$ cat config.mk
export PLATFORM = sky130hd
export DESIGN_NAME = stat_pkt_tx
export DESIGN_NICKNAME = d
export VERILOG_FILES = /design/src/rtl/stat_pkt_pkg.sv /design/src/rtl/stat_pkt_in_stage.sv /design/src/rtl/stat_pkt_ctrl.sv /design/src/rtl/stat_pkt_ser.sv /design/src/rtl/stat_pkt_tx.sv
export SDC_FILE = /design/constraint.sdc
export NUM_CORES = 1
export LEC_CHECK = 0
export BUFFER_PORTS_ARGS = -buffer_cell sky130_fd_sc_hd__buf_2
export CORE_MARGIN = 3
export CORE_UTILIZATION = 51
export DETAILED_ROUTE_END_ITERATION = 10
export PLACE_DENSITY = 0.76
export SKIP_CTS_REPAIR_TIMING = 1
export SLEW_MARGIN = 15
export SYNTH_ARGS = -nofsm -noshare
export SYNTH_HDL_FRONTEND = slang
export SYNTH_SLANG_ARGS = --single-unit
$ cat constraint.sdc
create_clock -name clk -period 1.54 [get_ports clk]
set_input_delay 0.308 -clock clk [delete_from_list [all_inputs] [get_ports clk]]
set_output_delay 0.308 -clock clk [all_outputs]
set_load 0.01 [all_outputs]
$ cat src/rtl/stat_pkt_pkg.sv
package stat_pkt_pkg;
   typedef enum logic [1:0] {
      MODE_OFF  = 2'd0,
      MODE_ONCE = 2'd1,
      MODE_AUTO = 2'd2,
      MODE_RSVD = 2'd3
   } sp_mode_e;

   localparam int SEQ_W = 6;

   function automatic int ceil_div(input int a, input int b);
      return (a + b - 1) / b;
   endfunction
endpackage

$ cat src/rtl/stat_pkt_in_stage.sv
module stat_pkt_in_stage #(
   parameter int W              = 26,
   parameter bit REGISTER_INPUT = 1'b1
) (
   input  logic         clk,
   input  logic         rst,
   input  logic [W-1:0] din,
   output logic [W-1:0] dout,
   output logic         changed
);
   logic [W-1:0] cur;
   logic [W-1:0] seen;

   generate
      if (REGISTER_INPUT) begin : g_reg
         always_ff @(posedge clk) begin
            if (rst) cur <= '0;
            else     cur <= din;
         end
      end else begin : g_comb
         assign cur = din;
      end
   endgenerate

   always_ff @(posedge clk) begin
      if (rst) seen <= '0;
      else     seen <= cur;
   end

   assign dout    = cur;
   assign changed = (cur != seen);
endmodule

$ cat src/rtl/stat_pkt_ctrl.sv
module stat_pkt_ctrl
   import stat_pkt_pkg::*;
(
   input  logic             clk,
   input  logic             rst,
   input  logic             ctrl_we,
   input  logic [7:0]       ctrl_wd,
   input  logic             changed,
   input  logic             start,
   input  logic             ser_busy,
   input  logic             ser_last,
   output logic             req,
   output logic             load,
   output logic [SEQ_W-1:0] seq
);
   sp_mode_e         mode_q;
   sp_mode_e         wr_mode;
   logic [SEQ_W-1:0] seq_q;
   logic             req_q, pend_q;
   logic             once_wr, off_wr, trig, free, req_set;

   assign wr_mode = sp_mode_e'(ctrl_wd[7:6]);
   assign once_wr = ctrl_we && (wr_mode == MODE_ONCE);
   assign off_wr  = ctrl_we && ((wr_mode == MODE_OFF) || (wr_mode == MODE_RSVD));
   assign trig    = once_wr || ((mode_q == MODE_AUTO) && changed);
   assign free    = !ser_busy || ser_last;
   assign load    = req_q && start;
   assign req_set = !load && !off_wr && free && (trig || pend_q);

   always_ff @(posedge clk) begin
      if (rst) begin
         mode_q <= MODE_OFF;
         seq_q  <= '0;
         req_q  <= 1'b0;
         pend_q <= 1'b0;
      end else begin
         if (ctrl_we) begin
            mode_q <= wr_mode;
            seq_q  <= ctrl_wd[SEQ_W-1:0];
         end
         if (load || off_wr) req_q <= 1'b0;
         else if (req_set)   req_q <= 1'b1;
         if (off_wr || req_set)  pend_q <= 1'b0;
         else if (trig && !free) pend_q <= 1'b1;
      end
   end

   assign req = req_q;
   assign seq = seq_q;

   assert_req_drops_R3: assert property (@(posedge clk) disable iff (rst)
      (req_q && start) |=> !req_q);
   assert_off_cancels_R9: assert property (@(posedge clk) disable iff (rst)
      off_wr |=> !req_q);
   assert_no_req_in_packet_R3: assert property (@(posedge clk) disable iff (rst)
      (ser_busy && !ser_last) |-> !req_q);
   assert_once_raises_R2: assert property (@(posedge clk) disable iff (rst)
      (once_wr && !ser_busy && !load) |=> req_q);
endmodule

$ cat src/rtl/stat_pkt_ser.sv
module stat_pkt_ser
   import stat_pkt_pkg::*;
#(
   parameter int          STATUS_W    = 26,
   parameter int          EXTRA_WORDS = 2,
   parameter logic [7:0]  REG_ADDR    = 8'h34,
   localparam int         EXW         = (EXTRA_WORDS > 0) ? EXTRA_WORDS * 32 : 1
) (
   input  logic                clk,
   input  logic                rst,
   input  logic                load,
   input  logic [SEQ_W-1:0]    seq,
   input  logic [STATUS_W-1:0] stat,
   input  logic [EXW-1:0]      extra,
   output logic                busy,
   output logic                last,
   output logic [7:0]          byte_out
);
   localparam int STAT_BYTES = ceil_div(STATUS_W - 2, 8);
   localparam int PAY_BYTES  = 1 + STAT_BYTES + 5 * EXTRA_WORDS;
   localparam int CNT_W      = $clog2(PAY_BYTES + 1);

   logic [PAY_BYTES*8-1:0]  pay;
   logic [PAY_BYTES*8-1:0]  sh;
   logic [STAT_BYTES*8-1:0] slice_pad;
   logic [CNT_W-1:0]        cnt;

   always_comb begin
      slice_pad = '0;
      slice_pad[STATUS_W-3:0] = stat[STATUS_W-1:2];
   end

   assign pay[7:0]                = {seq, stat[1:0]};
   assign pay[8 +: STAT_BYTES*8]  = slice_pad;

   generate
      for (genvar k = 0; k < EXTRA_WORDS; k++) begin : g_extra
         localparam logic [7:0] WADDR = 8'(REG_ADDR + 1 + k);
         assign pay[(1 + STAT_BYTES + 5*k)*8 +: 40] = {extra[k*32 +: 32], WADDR};
      end
   endgenerate

   always_ff @(posedge clk) begin
      if (rst) begin
         cnt <= '0;
         sh  <= '0;
      end else if (load) begin
         cnt <= CNT_W'(PAY_BYTES);
         sh  <= pay;
      end else if (cnt != '0) begin
         cnt <= cnt - 1'b1;
         sh  <= sh >> 8;
      end
   end

   assign busy     = (cnt != '0);
   assign last     = (cnt == CNT_W'(1));
   assign byte_out = sh[7:0];

   assert_first_payload_R4: assert property (@(posedge clk) disable iff (rst)
      load |=> (busy && byte_out == {$past(seq), $past(stat[1:0])}));
   assert_packet_ends_R3: assert property (@(posedge clk) disable iff (rst)
      (last && !load) |=> !busy);
endmodule

$ cat src/rtl/stat_pkt_tx.sv
module stat_pkt_tx
   import stat_pkt_pkg::*;
#(
   parameter int         STATUS_W       = 26,
   parameter int         EXTRA_WORDS    = 2,
   parameter logic [7:0] REG_ADDR       = 8'h34,
   parameter bit         REGISTER_INPUT = 1'b1
) (
   input  logic                                            clk,
   input  logic                                            rst,
   input  logic [STATUS_W-1:0]                             status_in,
   input  logic [((EXTRA_WORDS > 0) ? EXTRA_WORDS*32 : 1)-1:0] extra_in,
   input  logic                                            ctrl_we,
   input  logic [7:0]                                      ctrl_wd,
   input  logic                                            start,
   output logic [7:0]                                      ad_out,
   output logic                                            req
);
   generate
      if (STATUS_W < 3) begin : g_bad_width
         $error("stat_pkt_tx: STATUS_W must be at least 3");
      end
      if (EXTRA_WORDS < 0 || int'(REG_ADDR) + EXTRA_WORDS > 255) begin : g_bad_extra
         $error("stat_pkt_tx: extra word addresses exceed 8 bits");
      end
   endgenerate

   logic [STATUS_W-1:0] stat_cur;
   logic                changed, load, busy, last;
   logic [SEQ_W-1:0]    seq;
   logic [7:0]          ser_byte;

   stat_pkt_in_stage #(.W(STATUS_W), .REGISTER_INPUT(REGISTER_INPUT)) i_in (
      .clk(clk), .rst(rst), .din(status_in), .dout(stat_cur), .changed(changed));

   stat_pkt_ctrl i_ctrl (
      .clk(clk), .rst(rst), .ctrl_we(ctrl_we), .ctrl_wd(ctrl_wd),
      .changed(changed), .start(start), .ser_busy(busy), .ser_last(last),
      .req(req), .load(load), .seq(seq));

   stat_pkt_ser #(.STATUS_W(STATUS_W), .EXTRA_WORDS(EXTRA_WORDS), .REG_ADDR(REG_ADDR)) i_ser (
      .clk(clk), .rst(rst), .load(load), .seq(seq), .stat(stat_cur),
      .extra(extra_in), .busy(busy), .last(last), .byte_out(ser_byte));

   assign ad_out = busy ? ser_byte : (req ? REG_ADDR : 8'h00);

   assert_idle_zero_R3: assert property (@(posedge clk) disable iff (rst)
      (busy && !last) |=> (busy || ad_out == 8'h00 || req));
   assert_no_overlap_R3: assert property (@(posedge clk) disable iff (rst)
      busy |-> !(req && ad_out == REG_ADDR && !last && start));
endmodule

==> flow_summary.toml, run 1 <==
[run_status]
status = "finished, violations left"
violations = "setup timing"

[critical_path]
critPathKind = "reg2out"
required_ns = 1.23
cp_max_fo = 5
worstPathArrival_ns = 1.44
cp-end-kind = "output pin"
critPathLaunchType = "flop"

[sta]
clock_skew_ns = 0.004491
setup_ws_ns = -0.2061
relSlewSlack_pct = 70.26
period_share_pct = 113.4
rsz0062_at_grt = "yes"
maxSlewViolCount = 0
hold_viol = 0
period_needed_ns = 1.746
setup_viol = 59
tightest_slew_ns = 0.4460
max_freq_ghz = 0.5727

[layout]
n_fill_cell = 1084
antenna_cells = 0
drive_gt1_share_pct = 28.35
fin_cells = 1125
nNetsFinal = 1042
stdcell_area_sq_um = 9114
area_growth_pct = 25.56

[power_and_ir_drop]
powerDensity_nw_per_um2 = 1643
ir_worst_vdd_mv = 1.047
fin_total_pwr_mw = 14.98
p_leak_nw = 3.585

[route]
drt_first_pass_iters = 5
drc_errors = 0
postRouteAntennaNets = 0
wl_per_cell_microns = 15.45
vias = 6043
viasPerCell = 5.372
drtIter0Drc = 456
drt_wl_total_microns = 17390

[place]
dp_hpwl_microns = 11010
place_congestion = 0.7968
placed_cell_area_sq_um = 8127
placed_cells = 1081
io_buffers = 110

[die]
die_h_microns = 125.3
fp.dieW_microns = 125.3
start_util_pct = 53.53
dieArea_sq_um = 15700
ios = 111
coreArea_sq_um = 13560
std_cell_rows = 42

[clock_tree]
clkTransAtPathRegs_ns = 0.07
tritoncts = "yes"
clockBufferDepth = 2
cts-root-buf = "clkbuf_16"
cts-htree-levels = 4
clkLatencyLatePin_ns = 0.42
cts_buffers = 17
cts_sinks = 178

[synthesis]
synth_cell_types = 30
synthTopCellsByCount = "nand2_1, dfxtp_1, nor2_1"
yosysWarningCount = 0
synth_area_leaders = "dfxtp_1, nand2_1, a311oi_2"
synth_cells = 824
ys_seq_area_share_pct = 49.09
syn_nets = 930
synth_ff_type = "dfxtp_1"
yosysMostFrequentCell = "nand2_1"
synth_area_sq_um = 7258
ys_ff_latch = 178
synth_top_area_share_pct = 49.09
synth_top_area_cell = "dfxtp_1"
syn_avg_cell_area_sq_um = 8.809
synth-async-reset-ratio_pct = 0
synth_edf_count = 0

[job]
drv_cap = 0

[grt]
grt_pass1_vias = 5559
antenna_found_initial = 0
grt_first_pass_wirelength_microns = 27060
grt_max_degree = 47
grt.total_usage_pct = 21.00
overflow = 0

[worst_hold_path]
hold_path_class = "in2reg"
-- path summary, 6_finish.rpt --
path / from / endpoint / slack (ns) / cells past startpoint
hold reg to reg: i_ser.sh[75] / i_ser.sh[75] / 0.45 / 2
setup reg to reg: i_ser.cnt[1] / i_ser.sh[103] / -0.13 / 7
hold / removal: status_in[13] / i_in.dout[13] / 0.08 / 2
setup / recovery: i_ser.cnt[1] / ad_out[4] / -0.21 / 6
-- report_power, final --
group / switching, mW / leakage, nW / internal [mW]
Combinational: 2.90 / 1.82 / 2.02
Clock: 1.85 / 0.317 / 2.79
Sequential: 0.311 / 1.45 / 5.10
-- cell type report --
class	instances	area, sq um	area share, %
multi-input cells	575	3498	38.39
clock buffers	18	439.2	4.819
repair buffers	160	1166	12.80
inverters	4	17.52	0.1922
flip-flops and latches	178	3570	39.17
clock inverters	14	202.7	2.224
well taps	176	220.2	2.416
-- cells in the final DEF, fill, tap and decap left out, types with 2 or more instances in the layout --
cell and count:
nand3_1 10, a311oi_2 51, mux2i_1 8, dfxtp_2 5, nor2b_1 53, dfxtp_1 173
o21ai_0 4, nand2_2 3, a21oi_1 23, buf_6 12, nor4_1 3, xnor2_1 3
a31oi_1 8, nand2_4 3, buf_4 34, bufinv_16 4, nor2_1 99, clkinv_4 5
xor2_1 25, a311oi_1 37, nand2_1 222, inv_1 2, clkinv_2 2, buf_2 101
ha_1 3, inv_6 2, clkbuf_16 20, and2_4 6, nor3_1 2, nor4_2 3
buf_12 9
-- sequential cells by signal, summed over array words and instances (netlist names) --
name	cells
i_ser.sh	112
i_ctrl.seq	6
i_ctrl.mode_q	2
i_ser.cnt	4
i_in.seen	26
i_in.dout	26
i_ctrl.req	1
i_ctrl.pend_q	1
-- cells by family after synthesis --
family	after synthesis	share of synthesized area, %
xor gates and xnor gates	28	3.379
DFF	178	49.10
adders and majority gates	4	0.6896
and+or+nand+nor	409	23.81
muxes	8	1.103
AOI/OAI and AO/OA	125	16.91
buffers and inverters	72	5.016
-- worst max-delay path: stages (launching register included) --
cell	delay (ns)
dfxtp_2	0.36
inv_4	0.05
ha_4	0.18
and2_4	0.16
nand2_4	0.08
nand2_2	0.06
buf_6	0.12
-- per-layer routing --
layer  wire (microns)  vias to the layer above  track usage (%)
li1                 -                     3014                -
met1             7999                     2832            29.90
met2             8182                      181            31.45
met3             1001                       16            5.842
met4              203                        0            5.931
met5                0                        -                0
-- per-stage QoR --
step                setup TNS, ns  util [%]  hold slack (ns)  setup slack (ns)
floorplan                       0         -           0.4321           0.01672
global placement        -0.004075     59.94           0.4410         -0.004075
detailed placement        -0.7957     59.94           0.4458          -0.05223
CTS                        -5.216     64.67          0.06486           -0.4170
global route               -9.868     67.22          0.06917           -0.2833
finish                     -2.703     67.22          0.08453           -0.2061
Note: power is estimated with default switching activity, not from simulation.
==> run 2: changes to the inputs <==
SKIP_CTS_REPAIR_TIMING = unset   (was 1)
==> flow_summary.toml, run 2 (synthesized netlist as in run 1, its figures left out) <==
[place]
io_buffers = 110
placed_cell_area_sq_um = 8127
placed_cells = 1081
place_congestion = 0.7968
dp_hpwl_microns = 11010

[power_and_ir_drop]
ir_worst_vdd_mv = 1.163
powerDensity_nw_per_um2 = 1730
p_leak_nw = 3.720

[critical_path]
cp_max_fo = 4
worstPathArrival_ns = 1.43
crit_path_cell_trace = "nor2_4 > and2_4 > nand2_4 > nand2_2 > buf_6"
critPathKind = "reg2out"
cp_top_family = "simple AND/OR/NAND/NOR gates"
cp_num_buf_inv = 1
worst_path_largest_cell_delay_ns = 0.35
slowest_stage = "dfxtp_2"
cp-end-kind = "output pin"
required_ns = 1.23
critPathLaunchType = "flop"

[layout]
final_cell_mix = "nand2_1, dfxtp_1, buf_2"
nNetsFinal = 1058
antenna_cells = 0
drive_gt1_share_pct = 30.78
fin_cells = 1141
final_common_cell = "nand2_1"
stdcell_area_sq_um = 9432
largest-register = "i_ser.sh"
final_core_util_pct = 69.56
largest_reg_flops = 112
area_growth_pct = 29.94

[die]
start_util_pct = 53.53
fp.dieW_microns = 125.3
die_h_microns = 125.3
std_cell_rows = 42
coreArea_sq_um = 13560
dieArea_sq_um = 15700
ios = 111

[clock_tree]
cts-htree-levels = 4
cts-root-buf = "clkbuf_16"
cts_hold_buf = 0
clockBufferDepth = 2
tritoncts = "yes"
clkTransAtPathRegs_ns = 0.07
clkLatencyLatePin_ns = 0.44
cts_sinks = 178
cts_buffers = 17

[route]
drt_wl_total_microns = 18150
drtIter0Drc = 517
drt_first_pass_iters = 5
vias = 6155
drc_errors = 0
wl_per_cell_microns = 15.91
postRouteAntennaNets = 0
viasPerCell = 5.394

[run_status]
status = "finished, violations left"
violations = "setup timing"

[sta]
setup_viol = 109
clock_skew_ns = 0.009237
rsz0062_at_grt = "yes"
maxSlewViolCount = 0
period_needed_ns = 1.737
max_freq_ghz = 0.5756
setup_ws_ns = -0.1974
hold_viol = 0
holdWs_ns = 0.07536
relSlewSlack_pct = 71.50
period_share_pct = 112.8
tightest_slew_ns = 0.4275
tns_ns = -6.650

[worst_hold_path]
hold_path_class = "in2reg"

[grt]
overflow = 0
antenna_found_initial = 0
grt_max_degree = 47
grt_pass1_vias = 5791
grt_first_pass_wirelength_microns = 28260
grt.total_usage_pct = 22.04

[job]
drv_cap = 0
==> run 2: cell types whose count changed in the layout (fill, tap and decap cells not counted), sizes merged <==
| cell | change |
|---|---|
| clkbuf | +1 |
| buf | +15 |
==> run 2: metrics by stage <==
step,total power [mW],worst slack (ns)
6_report,16.32,-0.1974
5_1_grt,17.01,-0.2383
4_1_cts,14.84,-0.2017
3_5_place_dp,9.349,-0.05223
3_3_place_gp,9.305,-0.004075
2_1_floorplan,8.355,0.01672
==> run 2: repair_timing <==
| item | 4_1_cts | 5_1_grt |
|---|---|---|
| setup buffers | 10 | 11 |
| pin swaps | 6 | 15 |
| resized for setup | 11 | 49 |
| cloned | 3 | 4 |
| setup endpoints to repair | 71 | 120 |
==> run 2: final cells by class <==
class | count | area (sq um)
multi-input combinational | 575 | 3571
clock inverter | 14 | 202.7
sequential | 178 | 3568
clock buffer | 18 | 439.2
fill | 1021 | 4126
timing repair buffer | 176 | 1415
inverter | 4 | 15.01
tap | 176 | 220.2
==> run 2: per-layer routing <==
metal	up-vias	track usage (%)	part of all wire [%]
li1	3045	-	-
met1	2895	30.54	46
met2	191	33.76	46
met3	24	5.928	5.9
met4	0	6.952	1.6
met5	-	0	0
==> run 2: worst paths after layout <==
path	from	end	slack, ns	cells after the start
max	i_ser.cnt[2]	ad_out[4]	-0.20	5
min	status_in[9]	i_in.dout[9]	0.08	2
max reg2reg	i_ser.cnt[1]	i_ser.sh[39]	-0.15	10
min reg2reg	i_ser.sh[72]	i_ser.sh[72]	0.46	2
==> run 2: power breakdown <==
| group | internal, mW | switching (mW) | total, mW |
|---|---|---|---|
| Sequential | 5.10 | 0.315 | 5.42 |
| Combinational | 3.01 | 3.23 | 6.24 |
| Clock | 2.79 | 1.87 | 4.66 |
==> run 2: worst reg2reg max path, stage by stage (launching register included) <==
cell and delay [ns]:
dfxtp_2 0.34, inv_2 0.05, ha_4 0.18, and2_4 0.15, buf_4 0.15, buf_12 0.14
buf_12 0.13, buf_16 0.13, buf_4 0.14, nand2_1 0.08, a21oi_1 0.07
==> run 3: changes to the inputs <==
CORE_UTILIZATION = 53   (was 51)
CTS_BUF_LIST = sky130_fd_sc_hd__clkbuf_4 sky130_fd_sc_hd__clkbuf_8   (was unset)
PLACE_DENSITY = 0.78   (was 0.76)
==> flow_summary.toml, run 3 (synthesized netlist as in run 1, its figures left out) <==
[run_status]
status = "finished, violations left"
violations = "setup timing"

[grt]
overflow = 0
grt_max_degree = 64
grt_pass1_vias = 5656
grt.total_usage_pct = 22.66
grt_first_pass_wirelength_microns = 27050
antenna_found_initial = 0

[route]
drt_first_pass_iters = 5
drt_wl_total_microns = 19800
wl_per_cell_microns = 17.28
drtIter0Drc = 575
drc_errors = 0
postRouteAntennaNets = 0
viasPerCell = 5.578
vias = 6392

[die]
fp.dieW_microns = 123.0
coreArea_sq_um = 13300
start_util_pct = 54.59
dieArea_sq_um = 15140
die_h_microns = 123.0
ios = 111
std_cell_rows = 42

[job]
drv_cap = 0

[power_and_ir_drop]
power_frac_clock_pct = 19.1
powerDensity_nw_per_um2 = 1675
fin_total_pwr_mw = 15.63
p_int_mw = 9.915
switching_share_pct = 36.57
p_seq_share_pct = 34.8
p_sw_mw = 5.717
p_leak_nw = 3.666
combPwrFrac_pct = 46.2
ir_worst_vdd_mv = 1.044

[layout]
multi_input_area_sq_um = 3572
largest-register = "i_ser.sh"
seq_area_sq_um = 3572
largest_reg_flops = 112
antenna_cells = 0
final_common_cell = "nand2_1"
area_growth_pct = 28.56
final_core_util_pct = 70.19
stdcell_area_sq_um = 9331
drive_gt1_share_pct = 31.24
nNetsFinal = 1063
final_cell_mix = "nand2_1, dfxtp_1, buf_2"
n_fill_cell = 968

[critical_path]
worstPathArrival_ns = 2.31
crit_path_cell_trace = "inv_2 > ha_4 > and2_4 > buf_4 > buf_12 > buf_12 > buf_16 > nand2_1 > a311oi_1"
critPathMostFrequentCell = "buf_12"
critPathKind = "reg2reg"
worst_r2r_path_depth = 9
critical_path.endpoint = "i_ser.sh[18]"
cp.depth = 9
cp_top_family = "buffers and inverters"
required_ns = 1.89
cp_num_buf_inv = 5
cp_max_fo = 8
worst_path_largest_cell_delay_ns = 0.45
slowest_stage = "a311oi_1"
critPathLaunch = "i_ser.cnt[1]"
r2r_end = "i_ser.sh[18]"
critPathLaunchType = "flop"
cp-end-kind = "flop"
reg2reg_slack_ns = -0.42
r2r_start = "i_ser.cnt[1]"

[clock_tree]
tritoncts = "yes"
clkLatencyLatePin_ns = 0.48
clkTransAtPathRegs_ns = 0.10
cts-htree-levels = 4
clockBufferDepth = 2
cts_hold_buf = 0
cts-root-buf = "clkbuf_8"
cts_buffers = 17
cts_sinks = 178

[place]
io_buffers = 110
placed_cell_area_sq_um = 8177
place_congestion = 0.8210
dp_slack_ns = -0.05421
dp_hpwl_microns = 11030

[sta]
holdWs_ns = 0.03093
max_freq_ghz = 0.5104
setup_viol = 122
maxSlewViolCount = 0
clock_skew_ns = 0.01345
hold_viol = 0
period_needed_ns = 1.959
rsz0062_at_grt = "yes"
tightest_slew_ns = 0.4756
relSlewSlack_pct = 68.30
setup_ws_ns = -0.4194
period_share_pct = 127.2

[worst_hold_path]
hold_path_class = "in2reg"
==> run 3: metrics by stage <==
stage	TNS, ns	cells
3_5_place_dp	-0.3475	1081
3_3_place_gp	0	1081
6_report	-15.06	1146
4_1_cts	-5.589	1123
5_1_grt	-21.77	1146
2_1_floorplan	0	824
==> run 3: worst min path at each step <==
| stage | slack, ns | to | cells after the start | from |
|---|---|---|---|---|
| 3_5_place_dp | 0.45 | i_ser.sh[38] | 2 | i_ser.sh[38] |
| 2_1_floorplan | 0.43 | i_ser.sh[33] | 2 | i_ser.sh[33] |
| 5_1_grt | 0.02 | i_in.dout[23] | 2 | status_in[23] |
| 3_3_place_gp | 0.44 | i_ser.sh[78] | 2 | i_ser.sh[78] |
| 6_report | 0.03 | i_in.dout[12] | 2 | status_in[12] |
| 4_1_cts | 0.01 | i_in.dout[23] | 2 | status_in[23] |
==> run 3: area by class of cell <==
class / instances / area share, %
flip-flops and latches: 178 / 38.28
multi-input cells: 575 / 38.28
repair buffers: 181 / 17.08
clock buffers: 19 / 2.735
well taps: 176 / 2.360
clock inverters: 13 / 1.073
inverters: 4 / 0.1877
==> run 3: layer usage <==
metal | wire [microns] | GRT usage [%] | up-vias
met3 | 1503 | 4.620 | 50
met2 | 9305 | 35.22 | 301
met5 | 0 | 0 | -
met1 | 8419 | 31.44 | 2996
met4 | 576 | 8.097 | 0
li1 | - | - | 3045
==> run 3: power by group through the flow <==
stage               Sequential, mW  Combinational [mW]  Clock [mW]
floorplan                     5.41                2.95           0
global placement              5.47                3.98           0
detailed placement            5.48                4.01           0
CTS                           5.40                4.86        2.97
global route                  5.48                7.59        3.17
finish                        5.43                7.22        2.98
==> run 3: repair_timing <==
item                                    CTS  global route
resized for setup                        21            38
pin swaps                                11            23
gates cloned                              3            13
endpoints found under the setup margin   36           116
endpoints found under the hold margin     0             0
buffers inserted                          7            11
